<file path="src/rtl/nvs_pkg.sv">
package nvs_pkg;

  typedef enum logic [2:0] {
    ST_WAIT_PWR = 3'd0,  // supply low or not yet up, port closed
    ST_IDLE     = 3'd1,  // port open
    ST_DRAIN    = 3'd2,  // hardware store pending, in-flight accesses finish
    ST_STORE    = 3'd3,  // array -> shadow copy running
    ST_RECALL   = 3'd4,  // shadow -> array copy running
    ST_HOLD     = 3'd5   // wait for request pin to read high
  } seq_state_e;

  typedef struct packed {
    logic busy;
    logic rw_inh;
    logic wr_inh;
  } seq_out_t;

  function automatic seq_out_t decode_out(seq_state_e s);
    seq_out_t o;
    o = '{busy: 1'b0, rw_inh: 1'b1, wr_inh: 1'b1};
    case (s)
      ST_IDLE:   o = '{busy: 1'b0, rw_inh: 1'b0, wr_inh: 1'b0};
      ST_DRAIN:  o = '{busy: 1'b1, rw_inh: 1'b0, wr_inh: 1'b1};
      ST_STORE:  o = '{busy: 1'b1, rw_inh: 1'b1, wr_inh: 1'b1};
      default:   o = '{busy: 1'b0, rw_inh: 1'b1, wr_inh: 1'b1};
    endcase
    return o;
  endfunction

endpackage

</file>
<file path="src/rtl/nvs_level_sync.sv">
module nvs_level_sync #(
  parameter int   STAGES  = 2,
  parameter logic RST_VAL = 1'b0
) (
  input  logic clk,
  input  logic rst,
  input  logic d_i,
  output logic q_o
);

  logic [STAGES-1:0] chain;

  generate
    if (STAGES == 1) begin : g_single
      always_ff @(posedge clk) begin
        if (rst) chain <= RST_VAL;
        else     chain <= d_i;
      end
    end else begin : g_multi
      always_ff @(posedge clk) begin
        if (rst) chain <= {STAGES{RST_VAL}};
        else     chain <= {chain[STAGES-2:0], d_i};
      end
    end
  endgenerate

  assign q_o = chain[STAGES-1];

endmodule

</file>
<file path="src/rtl/nvs_dirty_latch.sv">
module nvs_dirty_latch (
  input  logic clk,
  input  logic rst,
  input  logic wr_strobe_i,
  input  logic wr_blocked_i,
  input  logic clear_i,
  output logic dirty_o
);

  always_ff @(posedge clk) begin
    if (rst)                             dirty_o <= 1'b0;
    else if (clear_i)                    dirty_o <= 1'b0;
    else if (wr_strobe_i && !wr_blocked_i) dirty_o <= 1'b1;
  end

  AST_BLOCKED_WRITE_NO_SET: assert property (@(posedge clk) disable iff (rst)
    (wr_strobe_i && wr_blocked_i && !dirty_o) |=> !dirty_o);

  AST_CLEAR_EMPTIES_LATCH: assert property (@(posedge clk) disable iff (rst)
    clear_i |=> !dirty_o);

endmodule

</file>
<file path="src/rtl/nvs_cycle_timer.sv">
module nvs_cycle_timer #(
  parameter int CNT_W = 8
) (
  input  logic             clk,
  input  logic             rst,
  input  logic             restart_i,
  output logic [CNT_W-1:0] cnt_o
);

  localparam logic [CNT_W-1:0] CNT_TOP = {CNT_W{1'b1}};

  always_ff @(posedge clk) begin
    if (rst || restart_i)     cnt_o <= '0;
    else if (cnt_o != CNT_TOP) cnt_o <= cnt_o + 1'b1;
  end

  AST_TIMER_RESTARTS: assert property (@(posedge clk) disable iff (rst)
    restart_i |=> (cnt_o == '0));

endmodule

</file>
<file path="src/rtl/nvstore_sequencer.sv">
module nvstore_sequencer
  import nvs_pkg::*;
#(
  parameter int SYNC_STAGES = 2,
  parameter int DRAIN_CYC   = 8,
  parameter int STORE_CYC   = 1000,
  parameter int RECALL_CYC  = 25000
) (
  input  logic clk,
  input  logic rst,
  input  logic req_pin_n,
  input  logic pwr_good,
  input  logic sw_store,
  input  logic sw_recall,
  input  logic sram_we,
  input  logic xfer_done,
  output logic busy_pull,
  output logic rw_inhibit,
  output logic wr_inhibit,
  output logic store_start,
  output logic recall_start
);

  localparam int MAX_A   = (DRAIN_CYC > STORE_CYC) ? DRAIN_CYC : STORE_CYC;
  localparam int MAX_CYC = (MAX_A > RECALL_CYC) ? MAX_A : RECALL_CYC;
  localparam int CNT_W   = $clog2(MAX_CYC + 1);
  localparam logic [CNT_W-1:0] DRAIN_LAST  = CNT_W'(DRAIN_CYC - 1);
  localparam logic [CNT_W-1:0] STORE_LAST  = CNT_W'(STORE_CYC - 1);
  localparam logic [CNT_W-1:0] RECALL_LAST = CNT_W'(RECALL_CYC - 1);

  seq_state_e       state_q, state_d;
  seq_out_t         out_d;
  logic             pin_hi_s, pwr_s;
  logic             dirty;
  logic [CNT_W-1:0] cnt;
  logic             drain_end, xfer_end, state_chg;

  // asynchronous pins into the clock domain
  nvs_level_sync #(.STAGES(SYNC_STAGES), .RST_VAL(1'b1)) u_pin_sync (
    .clk(clk), .rst(rst), .d_i(req_pin_n), .q_o(pin_hi_s));

  nvs_level_sync #(.STAGES(SYNC_STAGES), .RST_VAL(1'b0)) u_pwr_sync (
    .clk(clk), .rst(rst), .d_i(pwr_good), .q_o(pwr_s));

  nvs_dirty_latch u_dirty (
    .clk(clk), .rst(rst),
    .wr_strobe_i(sram_we), .wr_blocked_i(wr_inhibit),
    .clear_i(xfer_end), .dirty_o(dirty));

  nvs_cycle_timer #(.CNT_W(CNT_W)) u_timer (
    .clk(clk), .rst(rst), .restart_i(state_chg), .cnt_o(cnt));

  assign drain_end = (state_q == ST_DRAIN) && (cnt == DRAIN_LAST);
  assign xfer_end  = ((state_q == ST_STORE)  && (xfer_done || cnt == STORE_LAST)) ||
                     ((state_q == ST_RECALL) && (xfer_done || cnt == RECALL_LAST));
  assign state_chg = (state_d != state_q);

  always_comb begin
    state_d = state_q;
    unique case (state_q)
      ST_WAIT_PWR: if (pwr_s) state_d = ST_RECALL;
      ST_IDLE: begin
        if (!pwr_s)          state_d = dirty ? ST_STORE : ST_WAIT_PWR;
        else if (!pin_hi_s)  state_d = dirty ? ST_DRAIN : ST_HOLD;
        else if (sw_store)   state_d = ST_STORE;
        else if (sw_recall)  state_d = ST_RECALL;
      end
      ST_DRAIN:  if (drain_end) state_d = ST_STORE;
      ST_STORE:  if (xfer_end)  state_d = pwr_s ? ST_HOLD : ST_WAIT_PWR;
      ST_RECALL: if (xfer_end)  state_d = pwr_s ? ST_IDLE : ST_WAIT_PWR;
      ST_HOLD: begin
        if (!pwr_s)        state_d = ST_WAIT_PWR;
        else if (pin_hi_s) state_d = ST_IDLE;
      end
      default: state_d = ST_WAIT_PWR;
    endcase
  end

  assign out_d = decode_out(state_d);

  always_ff @(posedge clk) begin
    if (rst) begin
      state_q      <= ST_WAIT_PWR;
      busy_pull    <= 1'b0;
      rw_inhibit   <= 1'b1;
      wr_inhibit   <= 1'b1;
      store_start  <= 1'b0;
      recall_start <= 1'b0;
    end else begin
      state_q      <= state_d;
      busy_pull    <= out_d.busy;
      rw_inhibit   <= out_d.rw_inh;
      wr_inhibit   <= out_d.wr_inh;
      store_start  <= (state_d == ST_STORE)  && (state_q != ST_STORE);
      recall_start <= (state_d == ST_RECALL) && (state_q != ST_RECALL);
    end
  end

  AST_DRAIN_NEEDS_DIRTY: assert property (@(posedge clk) disable iff (rst)
    (state_q == ST_DRAIN) |-> dirty);

  AST_STARTS_EXCLUSIVE: assert property (@(posedge clk) disable iff (rst)
    !(store_start && recall_start));

  AST_BUSY_ONLY_STORE: assert property (@(posedge clk) disable iff (rst)
    busy_pull |-> (state_q == ST_DRAIN || state_q == ST_STORE));

  AST_STORE_PULSE_ONE: assert property (@(posedge clk) disable iff (rst)
    store_start |=> !store_start);

  AST_XFER_INHIBITS: assert property (@(posedge clk) disable iff (rst)
    (state_q == ST_STORE || state_q == ST_RECALL) |-> (rw_inhibit && wr_inhibit));

  AST_RW_IMPLIES_WR: assert property (@(posedge clk) disable iff (rst)
    rw_inhibit |-> wr_inhibit);

  AST_NO_CMD_WHILE_STORE: assert property (@(posedge clk) disable iff (rst)
    (state_q == ST_STORE) |=> !recall_start);

  AST_LOW_PWR_NO_STORE: assert property (@(posedge clk) disable iff (rst)
    (state_q == ST_WAIT_PWR) |=> !store_start);

endmodule

</file>
<file path="config.mk">
export PLATFORM = sky130hd
export DESIGN_NAME = nvstore_sequencer
export DESIGN_NICKNAME = d
export VERILOG_FILES = /design/src/rtl/nvs_pkg.sv /design/src/rtl/nvs_level_sync.sv /design/src/rtl/nvs_dirty_latch.sv /design/src/rtl/nvs_cycle_timer.sv /design/src/rtl/nvstore_sequencer.sv
export SDC_FILE = /design/constraint.sdc
export NUM_CORES = 1
export LEC_CHECK = 0
export CAP_MARGIN = 20
export CORE_MARGIN = 5
export CORE_UTILIZATION = 40
export CTS_CLUSTER_SIZE = 28
export DETAILED_ROUTE_END_ITERATION = 10
export HOLD_SLACK_MARGIN = 0.03
export MAX_ROUTING_LAYER = met4
export SYNTH_ARGS = -nofsm -noshare
export SYNTH_HDL_FRONTEND = slang
export SYNTH_SLANG_ARGS = --single-unit
</file>
<file path="constraint.sdc">
create_clock -name clk -period 2.5 [get_ports clk]
set_input_delay 0.5 -clock clk [delete_from_list [all_inputs] [get_ports clk]]
set_output_delay 0.5 -clock clk [all_outputs]
set_load 0.005 [all_outputs]
</file>
# [After elaboration in Yosys (flattened, before gate mapping)]
# Cells that the tools add are included.
[classes] reduce_logical=13 magnitude_cmp=0 eq_ne=16 shift=0 add_sub_neg=1 div_mod_pow=0 bitwise_logic=0 n_mux=16 multipliers=0
[ops] op="$mux W3" n=12
[ops] op="$pmux W3 S6" n=1
[ops] op="$add A15 B1 Y15 const B" n=1
[ops] op="$eq A15 B10 Y1 const B" n=1
[ops] op="$eq A15 B15 Y1 const B" n=1
[ops] op="$eq A15 B3 Y1 const B" n=1
[ops] op="$ne A15 B15 Y1 const B" n=1
[ops] op="$eq A3 B2 Y1 const B" n=4
[ops] op="$eq A3 B3 Y1 const B" n=3
[ops] op="$pmux W3 S3" n=1
[ops] op="$eq A3 B1 Y1 const B" n=2
[ops] op="$logic_and A1 B1 Y1" n=6
[ops] op="$logic_or A1 B1 Y1" n=4
[ops] op="$logic_not A3 Y1" n=1
[ops] op="$ne A3 B2 Y1 const B" n=1
[ops] op="$ne A3 B3 Y1" n=1
[ops] op="$ne A3 B3 Y1 const B" n=1
[ops] op="$mux W2" n=1
[ops] op="$reduce_or A2 Y1" n=1
[ops] op="$logic_not A1 Y1" n=1
[ops] op="$mux W1" n=1
[word_totals] memories=0 mem_bits_ro=0 word_cells=56 ram_bits=0 register_bits=28 output_inout_bits=5 latch_bits=0

# [Logic depth before layout (Yosys ltp)]
[logic_depth] depth_word=8 depth_mapped=8

# [Modules after synthesis]
# A second synthesis with hierarchy kept.
[unflattened] cells_unflattened=179 area_unflattened_um2=1519.0
[modules_own_cells] mod="nvs_cycle_timer" cells_per_inst=87 seq_area_each_um2=300.3 instances=1 area_each_um2=723.2
[modules_own_cells] mod="nvstore_sequencer" cells_per_inst=80 seq_area_each_um2=160.2 instances=1 area_each_um2=645.6
[modules_own_cells] mod="nvs_level_sync" cells_per_inst=4 seq_area_each_um2=40.0 instances=2 area_each_um2=52.6
[modules_own_cells] mod="nvs_dirty_latch" cells_per_inst=4 seq_area_each_um2=20.0 instances=1 area_each_um2=45.0

# [Worst setup path before layout]
# No wires, ideal clock.
[synth_path] kind="register to register" startpoint="reg u_timer.cnt_o[0]" endpoint="reg rw_inhibit" setup_ns=0.134 t_required_ns=2.366 path_stages_with_launch=7 path_buffers=0 setup_slack_ns=0.483 arrival_time_ns=1.884 path_cell_list="dfxtp_1 -> ha_1 -> and4bb_1 -> a41oi_2 -> or4b_1 -> a2111oi_2 -> mux2i_1"
[synth_between] elab_chain_len=8 elab_cells_between_ends=17 classes_between="eq/ne: 6; mux: 5; reduce/logical: 6"
[synth_lines] item="start: declaration" line="nvs_cycle_timer.sv:7" text="output logic [CNT_W-1:0] cnt_o"
[synth_lines] item="start signal: assignment" line="nvs_cycle_timer.sv:14" text="else if (cnt_o != CNT_TOP) cnt_o <= cnt_o + 1'b1;"
[synth_lines] item="$eq A15 B10 Y1 or $eq A15 B15 Y1 (tied branches)" line="nvstore_sequencer.sv:54, nvstore_sequencer.sv:55"
[synth_lines] item="$logic_or A1 B1 Y1, on equally long branches" line="nvstore_sequencer.sv:54, nvstore_sequencer.sv:55"
[synth_lines] item="$logic_and A1 B1 Y1, on equally long branches" line="nvstore_sequencer.sv:54, nvstore_sequencer.sv:55"
[synth_lines] item="$logic_or A1 B1 Y1" line="nvstore_sequencer.sv:54" text="assign xfer_end = ((state_q == ST_STORE) && (xfer_done || cnt == STORE_LAST)) ||"
[synth_lines] item="$mux W3, on equally long branches" line="nvstore_sequencer.sv:70, nvstore_sequencer.sv:69"
[synth_lines] item="$pmux W3 S6 *" line="nvstore_sequencer.sv:60" text="unique case (state_q)"
[synth_lines] item="$eq A3 B2 Y1 or $eq A3 B1 Y1 (tied branches)" line="nvs_pkg.sv:21" text="case (s)"
[synth_lines] item="$pmux W3 S3 *" line="nvs_pkg.sv:21"
[synth_lines] item="end signal: assignment" line="nvstore_sequencer.sv:92" text="rw_inhibit <= out_d.rw_inh;"
[synth_lines] item="end: declaration" line="nvstore_sequencer.sv:18" text="output logic rw_inhibit,"
# Mark *: on every way between the ends. The rest lies on a longest branch, timed or not.
# A chain may end at the register's enable or synchronous reset.

# [Final worst setup path]
# Same ends and word-level chain as after synthesis.

==> key figures <==
Outcome
  • Run status: complete, no violations

Floorplan
  • Die Wd: 75.82 µm
  • Core Area: 0.004264 mm²
  • Floorplan die height: 75.82 µm
  • Initial cell density of the core: 40.64%
  • Count of boundary I/O pins: 13
  • Standard-cell row count: 24
  • Floorplan die area: 0.005749 mm²

Global routing
  • First-pass GRT wire length: 6.872 mm
  • Largest net degree at the start of global routing: 16
  • Total track usage: 15.86%
  • Number of antenna violations at the first check in global routing: 0
  • Via count of the first global-routing pass: 1547
  • Overall overflow remaining after global route: 0

Timing
  • Time the worst path needs with I/O delays and setup: 2.273 ns
  • Final setup viols: 0
  • Peak Freq: 439.9 MHz
  • Max-slew headroom: 67.34%
  • Final hold violations: 0
  • Slew Limit Fails: 0
  • Transition time at the pin with the least slew margin: 0.4775 ns
  • Setup repair after global routing missed its margin: false
  • Final Cycle Share: 90.94%
  • Worst clock skew on the final layout: 0.002864 ns

Detailed routing
  • Post-route ant nets: 0
  • Total length of routed wires: 3.949 mm
  • Vias: 1495
  • Drt first-iter violations: 88
  • Remaining DRCs: 0
  • Detailed-route vias per instance: 5.980
  • Drt pass-1 iters: 4
  • Routed wirelength normalized by instance count: 15.80 µm

Synth
  • Sequential element share of the synthesized area: 32.35%
  • Synthesized net count: 194
  • Compound-cell area share of the yosys netlist: 20.22%
  • Area leader, netlist: sky130_fd_sc_hd__dfxtp_1
  • Post-synthesis async set-or-reset flop share: 0%
  • Most used DFF post-synth: sky130_fd_sc_hd__dfxtp_1
  • Portion of netlist area occupied by mux cells: 1.155%
  • Simple-gate portion of the synthesized area: 33.36%
  • Synthesized area per cell: 9.367 µm²
  • Post-synthesis instance area: 0.001733 mm²
  • XOR/XNOR Fraction of Synth Area: 5.560%
  • Distinct cell type count after synthesis: 59
  • Largest cells by area after synthesis: sky130_fd_sc_hd__dfxtp_1, sky130_fd_sc_hd__nor4_2, sky130_fd_sc_hd__xnor2_1
  • #FFs+latches synth: 28
  • Yosys synthesis warning count: 0
  • Number of flops mapped to enable cells by yosys: 0
  • Synthesized-area fraction occupied by adder cells: 0.7220%
  • Synthesized instance count: 185
  • Dominant combinational cell family by area after synthesis: simple AND/OR/NAND/NOR gates
  • Area share of the largest cell type after synthesis: 32.35%

Critical path
  • Worst Setup Start Kind: flip-flop
  • Reg2reg start: u_timer.cnt_o[0]
  • Kind of critical path: reg2reg
  • Timing startpoint of the critical path: u_timer.cnt_o[0]
  • Crit. End Element: flip-flop
  • Required time of the worst setup path: 2.65 ns
  • Top fanout value on the critical path: 4
  • Critical Path AT: 2.43 ns

Cells and area
  • Final #Nets: 208
  • Antenna Cells: 0
  • Final design area excluding fillers: 0.002001 mm²
  • Share of post-route cells with drive strength above 1: 20.71%
  • Post-synthesis to final-layout area growth: 15.45%
  • Fill cell total of the finished layout: 417

CTS
  • TritonCTS clock tree: yes
  • Setup bufs post-CTS: 0
  • Clock Tree Root: sky130_fd_sc_hd__clkbuf_8
  • Number of buffers created by CTS: 3
  • Worst-skew pair later-pin latency: 0.27 ns
  • Number of clock sinks: 28
  • Clock-pin transition on the worst setup and hold timing paths: 0.09 ns
  • Maximum level of the CTS H-tree: 1
  • CTS Buffer Depth: 2

Power
  • Total power divided by cell area: 407.1 mW/mm²
  • Leakage power total: 0.6573 nW
  • Peak supply drop: 0.2317 mV
  • Design Power: 0.8144 mW

Placed design
  • Placed Instance Area: 0.001933 mm²
  • Half-perimeter wire length of the detailed placement result: 2.946 mm
  • Number of buffers added on ports: 12
  • Routability congestion estimate: 0.8257

Job
  • Max capacitance violation total: 0

Worst hold path
  • Worst min path class: reg2reg
  • Worst hold path startpoint: u_pin_sync.chain[0]
## placed cells by master, fill, tap and decap left out, types with 4 or more instances in the layout
| master | instances |
|---|---|
| sky130_fd_sc_hd__nor2b_1 | 5 |
| sky130_fd_sc_hd__o21ai_0 | 4 |
| sky130_fd_sc_hd__a21oi_1 | 11 |
| sky130_fd_sc_hd__xnor2_1 | 11 |
| sky130_fd_sc_hd__clkdlybuf4s50_1 | 12 |
| sky130_fd_sc_hd__nor2_1 | 6 |
| sky130_fd_sc_hd__o211a_1 | 4 |
| sky130_fd_sc_hd__clkbuf_8 | 4 |
| sky130_fd_sc_hd__nand3_1 | 5 |
| sky130_fd_sc_hd__buf_4 | 9 |
| sky130_fd_sc_hd__nor4_1 | 6 |
| sky130_fd_sc_hd__nor3_1 | 4 |
| sky130_fd_sc_hd__nand2_1 | 10 |
| sky130_fd_sc_hd__nand4_1 | 4 |
| sky130_fd_sc_hd__nor4_2 | 10 |
| sky130_fd_sc_hd__a211oi_1 | 6 |
| sky130_fd_sc_hd__inv_1 | 5 |
| sky130_fd_sc_hd__dfxtp_1 | 28 |
## report_power, final
part	internal, mW	leakage (nW)	switching (mW)	total [mW]
sequential	0.455	0.227	0.00987	0.465
clock	0.141	0.0288	0.135	0.275
combinational	0.0400	0.401	0.0344	0.0744
## final timing paths
check,slack [ns],end,depth (start not counted)
setup reg to reg,0.23,rw_inhibit,6
hold / removal,0.42,u_pin_sync.chain[1],1
setup / recovery,0.23,rw_inhibit,6
hold reg to reg,0.42,u_pin_sync.chain[1],1
## synth_stat cells, types with 5 or more instances
cell                       number
sky130_fd_sc_hd__a21oi_1       11
sky130_fd_sc_hd__buf_2          5
sky130_fd_sc_hd__nand3_1        5
sky130_fd_sc_hd__a211oi_1       6
sky130_fd_sc_hd__nor2_1         6
sky130_fd_sc_hd__nor4_1         6
sky130_fd_sc_hd__inv_1          5
sky130_fd_sc_hd__dfxtp_1       28
sky130_fd_sc_hd__xnor2_1       11
sky130_fd_sc_hd__nor2b_1        5
sky130_fd_sc_hd__nand2_1       10
sky130_fd_sc_hd__nor4_2        10
## logic make-up (layout without fill, tap and decap cells)
group           after synthesis  count (layout)
buf+inv                      20              33
flops                        28              28
fa+ha+maj                     1               1
mux                           2               2
compound gates               45              45
simple gates                 78              78
xor+xnor                     11              11
## state kept, by name, indices dropped and copies added, names as in the netlist
register          count
wr_inhibit            1
u_pwr_sync.chain      2
store_start           1
recall_start          1
rw_inhibit            1
busy_pull             1
u_dirty.dirty_o       1
state_q               3
u_timer.cnt_o        15
u_pin_sync.chain      2
## metal layers
metal | vias to the layer above | global-route usage (%) | share of wire [%]
li1 | 728 | - | -
met1 | 734 | 18.77 | 44
met2 | 31 | 26.62 | 52
met3 | 2 | 2.375 | 3.6
met4 | 0 | 6.602 | 0.58
met5 | - | - | 0
## cell type report
class	instances	area (µm²)	area share, %
Inverter	6	22.52	1.126
Clock buffer	4	55.05	2.752
Timing Repair Buffer	23	227.7	11.38
Tap cell	52	65.06	3.252
Sequential cell	28	560.5	28.02
Multi-Input combinational cell	137	1070	53.47
## timing repair
action / 4_1_cts / 5_1_grt
hold buffers: 0 / 0
endpoints found under the setup margin: 0 / 1
gates resized for setup: 0 / 1
## critical path: stages (launching register included)
cell                        delay (ns)
sky130_fd_sc_hd__dfxtp_1          0.38
sky130_fd_sc_hd__ha_1             0.22
sky130_fd_sc_hd__and4bb_1         0.32
sky130_fd_sc_hd__a41oi_2          0.19
sky130_fd_sc_hd__or4b_1           0.57
sky130_fd_sc_hd__a2111oi_4        0.37
sky130_fd_sc_hd__mux2i_1          0.12
## metrics by stage
step / worst slack (ns) / hold WS [ns] / util (%) / cells / TNS (ns)
floorplan: 0.4826 / 0.3895 / - / 185 / 0
global placement: 0.03604 / 0.3937 / 45.33 / 246 / 0
detailed placement: -0.06741 / 0.4000 / 45.33 / 246 / -0.08422
CTS: 0.1465 / 0.4227 / 46.63 / 250 / 0
global route: 0.02726 / 0.4487 / 46.92 / 250 / 0
finish: 0.2266 / 0.4193 / 46.92 / 250 / 0
(Power assumes the default switching activity.)
